<file path="src/rtl/uid_pkg.sv">
package uid_pkg;
    typedef enum logic [2:0] {
        ST_IDLE,
        ST_LOAD,
        ST_SETTLE,
        ST_SHIFT,
        ST_FINISH,
        ST_HOLD
    } uid_state_t;
endpackage

</file>
<file path="src/rtl/uid_seq.sv">
module uid_seq
    import uid_pkg::*;
#(
    parameter int ID_W = 64
) (
    input  logic clk,
    input  logic rst,
    output logic load_o,
    output logic shift_o,
    output logic valid_o
);
    localparam int CW = $clog2(ID_W);
    localparam logic [CW-1:0] LAST = CW'(ID_W - 1);

    uid_state_t state, state_nx;
    logic [CW-1:0] cnt;

    always_comb begin
        state_nx = state;
        unique case (state)
            ST_IDLE:   state_nx = ST_LOAD;
            ST_LOAD:   state_nx = ST_SETTLE;
            ST_SETTLE: state_nx = ST_SHIFT;
            ST_SHIFT:  state_nx = (cnt == LAST) ? ST_FINISH : ST_SHIFT;
            ST_FINISH: state_nx = ST_HOLD;
            ST_HOLD:   state_nx = ST_HOLD;
            default:   state_nx = ST_IDLE;
        endcase
    end

    always_ff @(posedge clk) begin
        if (rst) begin
            state <= ST_IDLE;
            cnt   <= '0;
        end else begin
            state <= state_nx;
            cnt   <= (state == ST_SHIFT) ? cnt + 1'b1 : '0;
        end
    end

    always_comb begin
        load_o  = 1'b0;
        shift_o = 1'b0;
        valid_o = 1'b0;
        unique case (state)
            ST_LOAD:  load_o  = 1'b1;
            ST_SHIFT: shift_o = 1'b1;
            ST_HOLD:  valid_o = 1'b1;
            default: ;
        endcase
    end

    // the load strobe lasts one cycle
    a_r2_load_single: assert property (@(posedge clk) disable iff (rst)
        load_o |=> !load_o);
    // the settle cycle is quiet
    a_r3_settle_quiet: assert property (@(posedge clk) disable iff (rst)
        load_o |=> !shift_o);
    // the shift run ends only after the last bit
    a_r4_shift_len: assert property (@(posedge clk) disable iff (rst)
        $fell(shift_o) |-> $past(cnt) == LAST);
    // the flag follows the end of the shift run
    a_r5_valid_after_shift: assert property (@(posedge clk) disable iff (rst)
        $fell(shift_o) |=> valid_o);
endmodule

</file>
<file path="src/rtl/uid_shreg.sv">
module uid_shreg #(
    parameter int ID_W = 64,
    parameter bit ZERO_WHEN_INVALID = 1'b1
) (
    input  logic            clk,
    input  logic            rst,
    input  logic            en,
    input  logic            din,
    input  logic            valid,
    output logic [ID_W-1:0] word_o
);
    logic [ID_W-1:0] sreg;

    always_ff @(posedge clk) begin
        if (rst)
            sreg <= '0;
        else if (en)
            sreg <= {sreg[ID_W-2:0], din};
    end

    generate
        if (ZERO_WHEN_INVALID) begin : g_mask
            assign word_o = valid ? sreg : '0;
        end else begin : g_pass
            assign word_o = sreg;
        end
    endgenerate

    // register frozen while not shifting
    a_r7_reg_frozen: assert property (@(posedge clk) disable iff (rst)
        !en |=> $stable(sreg));
endmodule

</file>
<file path="src/rtl/uid_capture.sv">
module uid_capture #(
    parameter int ID_W = 64
) (
    input  logic            clk,
    input  logic            rst,
    input  logic            src_bit,
    output logic            src_load,
    output logic            src_shift,
    output logic [ID_W-1:0] id_word,
    output logic            id_valid
);
    uid_seq #(.ID_W(ID_W)) u_seq (
        .clk     (clk),
        .rst     (rst),
        .load_o  (src_load),
        .shift_o (src_shift),
        .valid_o (id_valid)
    );

    uid_shreg #(.ID_W(ID_W), .ZERO_WHEN_INVALID(1'b1)) u_shreg (
        .clk    (clk),
        .rst    (rst),
        .en     (src_shift),
        .din    (src_bit),
        .valid  (id_valid),
        .word_o (id_word)
    );

    // no store traffic while valid
    a_r7_hold_quiet: assert property (@(posedge clk) disable iff (rst)
        id_valid |-> (!src_load && !src_shift));
    // word frozen while valid
    a_r7_word_stable: assert property (@(posedge clk) disable iff (rst)
        id_valid |=> $stable(id_word));
    // valid stays until reset
    a_r7_valid_sticky: assert property (@(posedge clk) disable iff (rst)
        id_valid |=> id_valid);
endmodule

</file>
<file path="config.mk">
export PLATFORM = sky130hd
export DESIGN_NAME = uid_capture
export DESIGN_NICKNAME = d
export VERILOG_FILES = /design/src/rtl/uid_pkg.sv /design/src/rtl/uid_seq.sv /design/src/rtl/uid_shreg.sv /design/src/rtl/uid_capture.sv
export SDC_FILE = /design/constraint.sdc
export NUM_CORES = 1
export LEC_CHECK = 0
export ABC_AREA = 1
export BUFFER_PORTS_ARGS = -buffer_cell sky130_fd_sc_hd__buf_4
export CORE_MARGIN = 2
export CORE_UTILIZATION = 57
export CTS_CLUSTER_SIZE = 14
export DETAILED_ROUTE_END_ITERATION = 8
export PLACE_DENSITY = 0.95
export SLEW_MARGIN = 20
export SYNTH_ARGS = -nofsm -noshare
export SYNTH_HDL_FRONTEND = slang
export SYNTH_SLANG_ARGS = --single-unit
</file>
<file path="constraint.sdc">
create_clock -name clk -period 1.9 [get_ports clk]
set_input_delay 0.19 -clock clk [delete_from_list [all_inputs] [get_ports clk]]
set_output_delay 0.19 -clock clk [all_outputs]
set_load 0.005 [all_outputs]
</file>
---- Yosys cells after proc, flatten, opt, wreduce, memory -nomap -nowiden ----
Index checks and enable logic that the tools add are counted.
word-level totals
  register bits ........................... 73
  latch bits .............................. 0
  memory bits (writable) .................. 0
  ROM bits ................................ 0
  input bits .............................. 3
  output and inout port bits .............. 67
  word-level logic and storage cells ...... 20
  memories ................................ 0
operators by class
  add/sub/neg operators ................... 1
  multipliers ............................. 0
  divide/modulo/power cells ............... 0
  magnitude comparators ................... 0
  eq/ne operators ......................... 6
  shifts and indexed selects .............. 0
  multiplexer cells ....................... 6
  bitwise logic cells ..................... 1
  reduce and logical (&&, ||, !) cells .... 3
operators with widths
  cell                                                                   count
  64-bit two-way mux                                                     1
  3-bit one-hot mux with 5 select lines                                  1
  6-bit by 1-bit adder with 6-bit output, second input constant          1
  3-bit by 2-bit equality test with 1-bit output, second input constant  2
  3-bit equality test, second input constant                             2
  6-bit equality test, second input constant                             1
  2-bit OR reduction                                                     2
  3-bit by 1-bit equality test with 1-bit output, second input constant  1
  3-bit logical NOT                                                      1
  1-bit two-way mux                                                      3
  3-bit two-way mux                                                      1
  1-bit NOT                                                              1

---- Longest topological paths before layout ----
  word-level depth ........................ 3
  gate-level depth with buffers ........... 6

---- Hierarchy ----
Synthesis repeated with hierarchy kept, for this count alone.
second synthesis, totals
  cell total of the unflattened synthesis .. 595
  area total of the unflattened synthesis .. 3603.5 µm²
by module, submodules not included
  module     instances  cells an instance  area each (µm²)  sequential area each (µm²)
  uid_shreg  1          540                3185.6           1281.2
  uid_seq    1          55                 417.9            180.2

---- Least setup slack after synthesis ----
OpenSTA, ideal clock, no wires.
  path type ............................... register -> output
  start ................................... reg u_seq.state[2]
  end ..................................... out id_word[45]
  data arrival time ....................... 0.945 ns
  data required time ...................... 1.710 ns
  slack ................................... 0.765 ns
  stages on the path, launching flop included .. 5
  path buffers ............................ 2
  cell sequence ........................... dfxtp_1 -> nand3_1 -> buf_2 -> buf_2 -> nor2_1
between the ends
  cells in the longest elaborated chain, start to end .. 3
ends and longest elaborated chain
  element                 RTL line          text
  from (decl)             uid_seq.sv:15     uid_state_t state, state_nx;
  from (signal assigned)  uid_seq.sv:36     state <= state_nx;
  3-bit equality test     uid_seq.sv:45     unique case (state)
  1-bit two-way mux       uid_seq.sv:45
  64-bit two-way mux      uid_shreg.sv:23   assign word_o = valid ? sreg : '0;
  to (decl)               uid_capture.sv:9  output logic [ID_W-1:0] id_word,
Every way passes these cells.

---- Worst setup path after layout ----
  start ................................... reg u_seq.state[2]
  end ..................................... out id_word[21]
The elaborated chain is that of the path after synthesis.

==> flow_summary.json <==
{
  "syn-num-nets": 409,
  "clk_path_buf_depth": 2,
  "fmax_mhz": 579,
  "drc": 0,
  "dpl.hpwl_um": 4090,
  "fp.dieW_um": 76.2,
  "finalSetupViolCount": 0,
  "yosys.area_share.simple": 0.122,
  "slew_headroom": 0.682,
  "pre_cts_ws_ps": 456,
  "cap_violations": 0,
  "place_congestion": 0.790,
  "worstSetupPathType": "flop to output pin",
  "boundaryPins": 70,
  "dieArea_mm2": 0.00580,
  "worstMarginPinSlew_ps": 476,
  "synth_top_family_by_area": "compound AO/OA/AOI/OAI gates",
  "tns_ps": 0,
  "synthesis.area_mm2": 0.00297,
  "cts_setup_buffers": 0,
  "synth_cell_types": 18,
  "synthXorXnorAreaFrac": 0.00295,
  "slew_viol_final": 0,
  "grt_pass1_vias": 2444,
  "clk_latency_ps": 340,
  "crit_arrival_ps": 1540,
  "first_iter_violations": 164,
  "fin_crit_sh": 0.909,
  "wl_per_cell_um": 11.7,
  "grt.overflow.total": 0,
  "areaGrowthSynthToFinish_pct": 24.9,
  "std_cell_rows": 26,
  "vdd_drop_max_mv": 0.641,
  "rsz0062_at_grt": "no",
  "synthAdderAreaFrac": 0.00421,
  "fin_ws_ps": 174,
  "drt_wl_total_um": 6300,
  "cts_tree": "done",
  "grt_max_degree": 66,
  "power_leakage_uw": 0.00149,
  "core_region_area_mm2": 0.00507,
  "vias": 2657,
  "synth_mux_area_frac": 0,
  "syn_inst": 405,
  "diodes": 0,
  "power_density_mw_per_mm2": 849,
  "start_kind": "flop",
  "hold_class": "input pin to flop",
  "total_power_uw": 3150,
  "critical_path.max_fanout": 35,
  "finalCriticalPeriod_ps": 1730,
  "post_cts_resize_count": 0,
  "antenna_found_initial": 0,
  "drive_gt1_frac": 0.209,
  "path_clk_slew_ps": 70,
  "synth-compound-area-share": 0.229,
  "initial_utilization": 0.585,
  "status": "complete, no violations",
  "synth_seq_area_share": 0.492,
  "io_buffers": 69,
  "cts_root_buffer": "clkbuf_8",
  "synth-seq-cells": 73,
  "critPathCaptureType": "output pin",
  "hold_slack_ps": 21.7,
  "hold_viol": 0,
  "cts_max_level": 3,
  "fin_worst_skew_ps": 8.50,
  "ant_nets": 0,
  "clkSinkCount": 73,
  "first_pass_iters": 4,
  "fin_nets": 467,
  "synth.avg_cell_area_um2": 7.33,
  "numCtsBuffers": 9,
  "grt_pass1_wl_um": 10700,
  "ys.warnings.count": 0,
  "worstPathRequired_ps": 1710,
  "ctsHoldBuffers": 0,
  "vias_per_cell": 4.94,
  "grt_use_total": 0.224,
  "die_h_um": 76.2
}
[state kept, by name, indices dropped and copies added, names as in the netlist]
signal,flops
u_shreg.sreg,64
u_seq.cnt,6
u_seq.state,3
[per-stage QoR]
step	utilization	cell area [um^2]	cells
2_1_floorplan	-	2970	405
3_3_place_gp	0.688	3490	522
3_5_place_dp	0.688	3490	522
4_1_cts	0.731	3710	538
5_1_grt	0.731	3710	538
6_report	0.731	3710	538
[routing by layer]
metal	wire length [um]	global-route usage
met5	0	0
met4	130	0.116
met3	265	0.0427
met2	2940	0.366
met1	2960	0.283
[worst max-delay path, stage by stage, from the launching register on]
cell	delay [ps]
dfxtp_1	500
nand3_2	120
buf_4	250
nor2_1	190
buf_4	150
[placed cells by master (no fill, tap or decap)]
cell type	n
clkinvlp_4	2
nand2_1	8
nand3_1	5
o21ai_1	30
buf_4	73
nor2_4	1
nand2_2	1
buf_12	2
nor3_1	1
nor2_1	71
inv_1	74
a21oi_1	68
inv_2	1
dfxtp_1	73
o21ai_0	38
ha_1	1
clkinv_2	1
xnor2_1	1
or2_2	3
clkbuf_8	12
nand3_2	1
bufinv_16	1
[worst paths after layout]
check,slack [ps],end,startpoint,cells after the start
worst max-delay path,170,id_word[21],u_seq.state[2],4
worst min-delay path,20,u_seq.state[1],rst,2
worst max register to register,380,u_shreg.sreg[33],u_seq.state[0],5
worst min register to register,460,u_seq.cnt[0],u_seq.cnt[0],1
[cells in the mapped netlist, drive strengths merged]
cell type  instances  area share
nor2              72       0.092
ha                 1      0.0042
a21oi             68        0.11
nand3              6       0.010
nand2              9       0.012
buf               21       0.046
xnor2              1      0.0029
clkbuf             7      0.0088
nor3               1      0.0017
dfxtp             73        0.49
or2                3      0.0063
inv               75       0.095
o21ai             68        0.11
[power breakdown]
part	switching, uW	internal, uW
clock network	544	712
logic	152	78.2
registers	46.8	1620
total	742	2410
[cells by family (layout without fill, tap and decap cells)]
logic type	Yosys count	after routing
AND/OR/NAND/NOR	91	91
AO/OA/AOI/OAI	136	136
adder cells (fa/ha/maj)	1	1
XOR/XNOR	1	1
flip-flops	73	73
buffers and inverters	103	166
[final cells by class]
cell class	instances	area [um^2]
inverter	75	282
sequential	73	1460
multi-input combinational	229	1070
timing repair buffer	75	588
clock inverter	4	50.0
clock buffer	12	165
tap	70	87.6
fill	397	1370
Power figures use the tool's default switching activity.
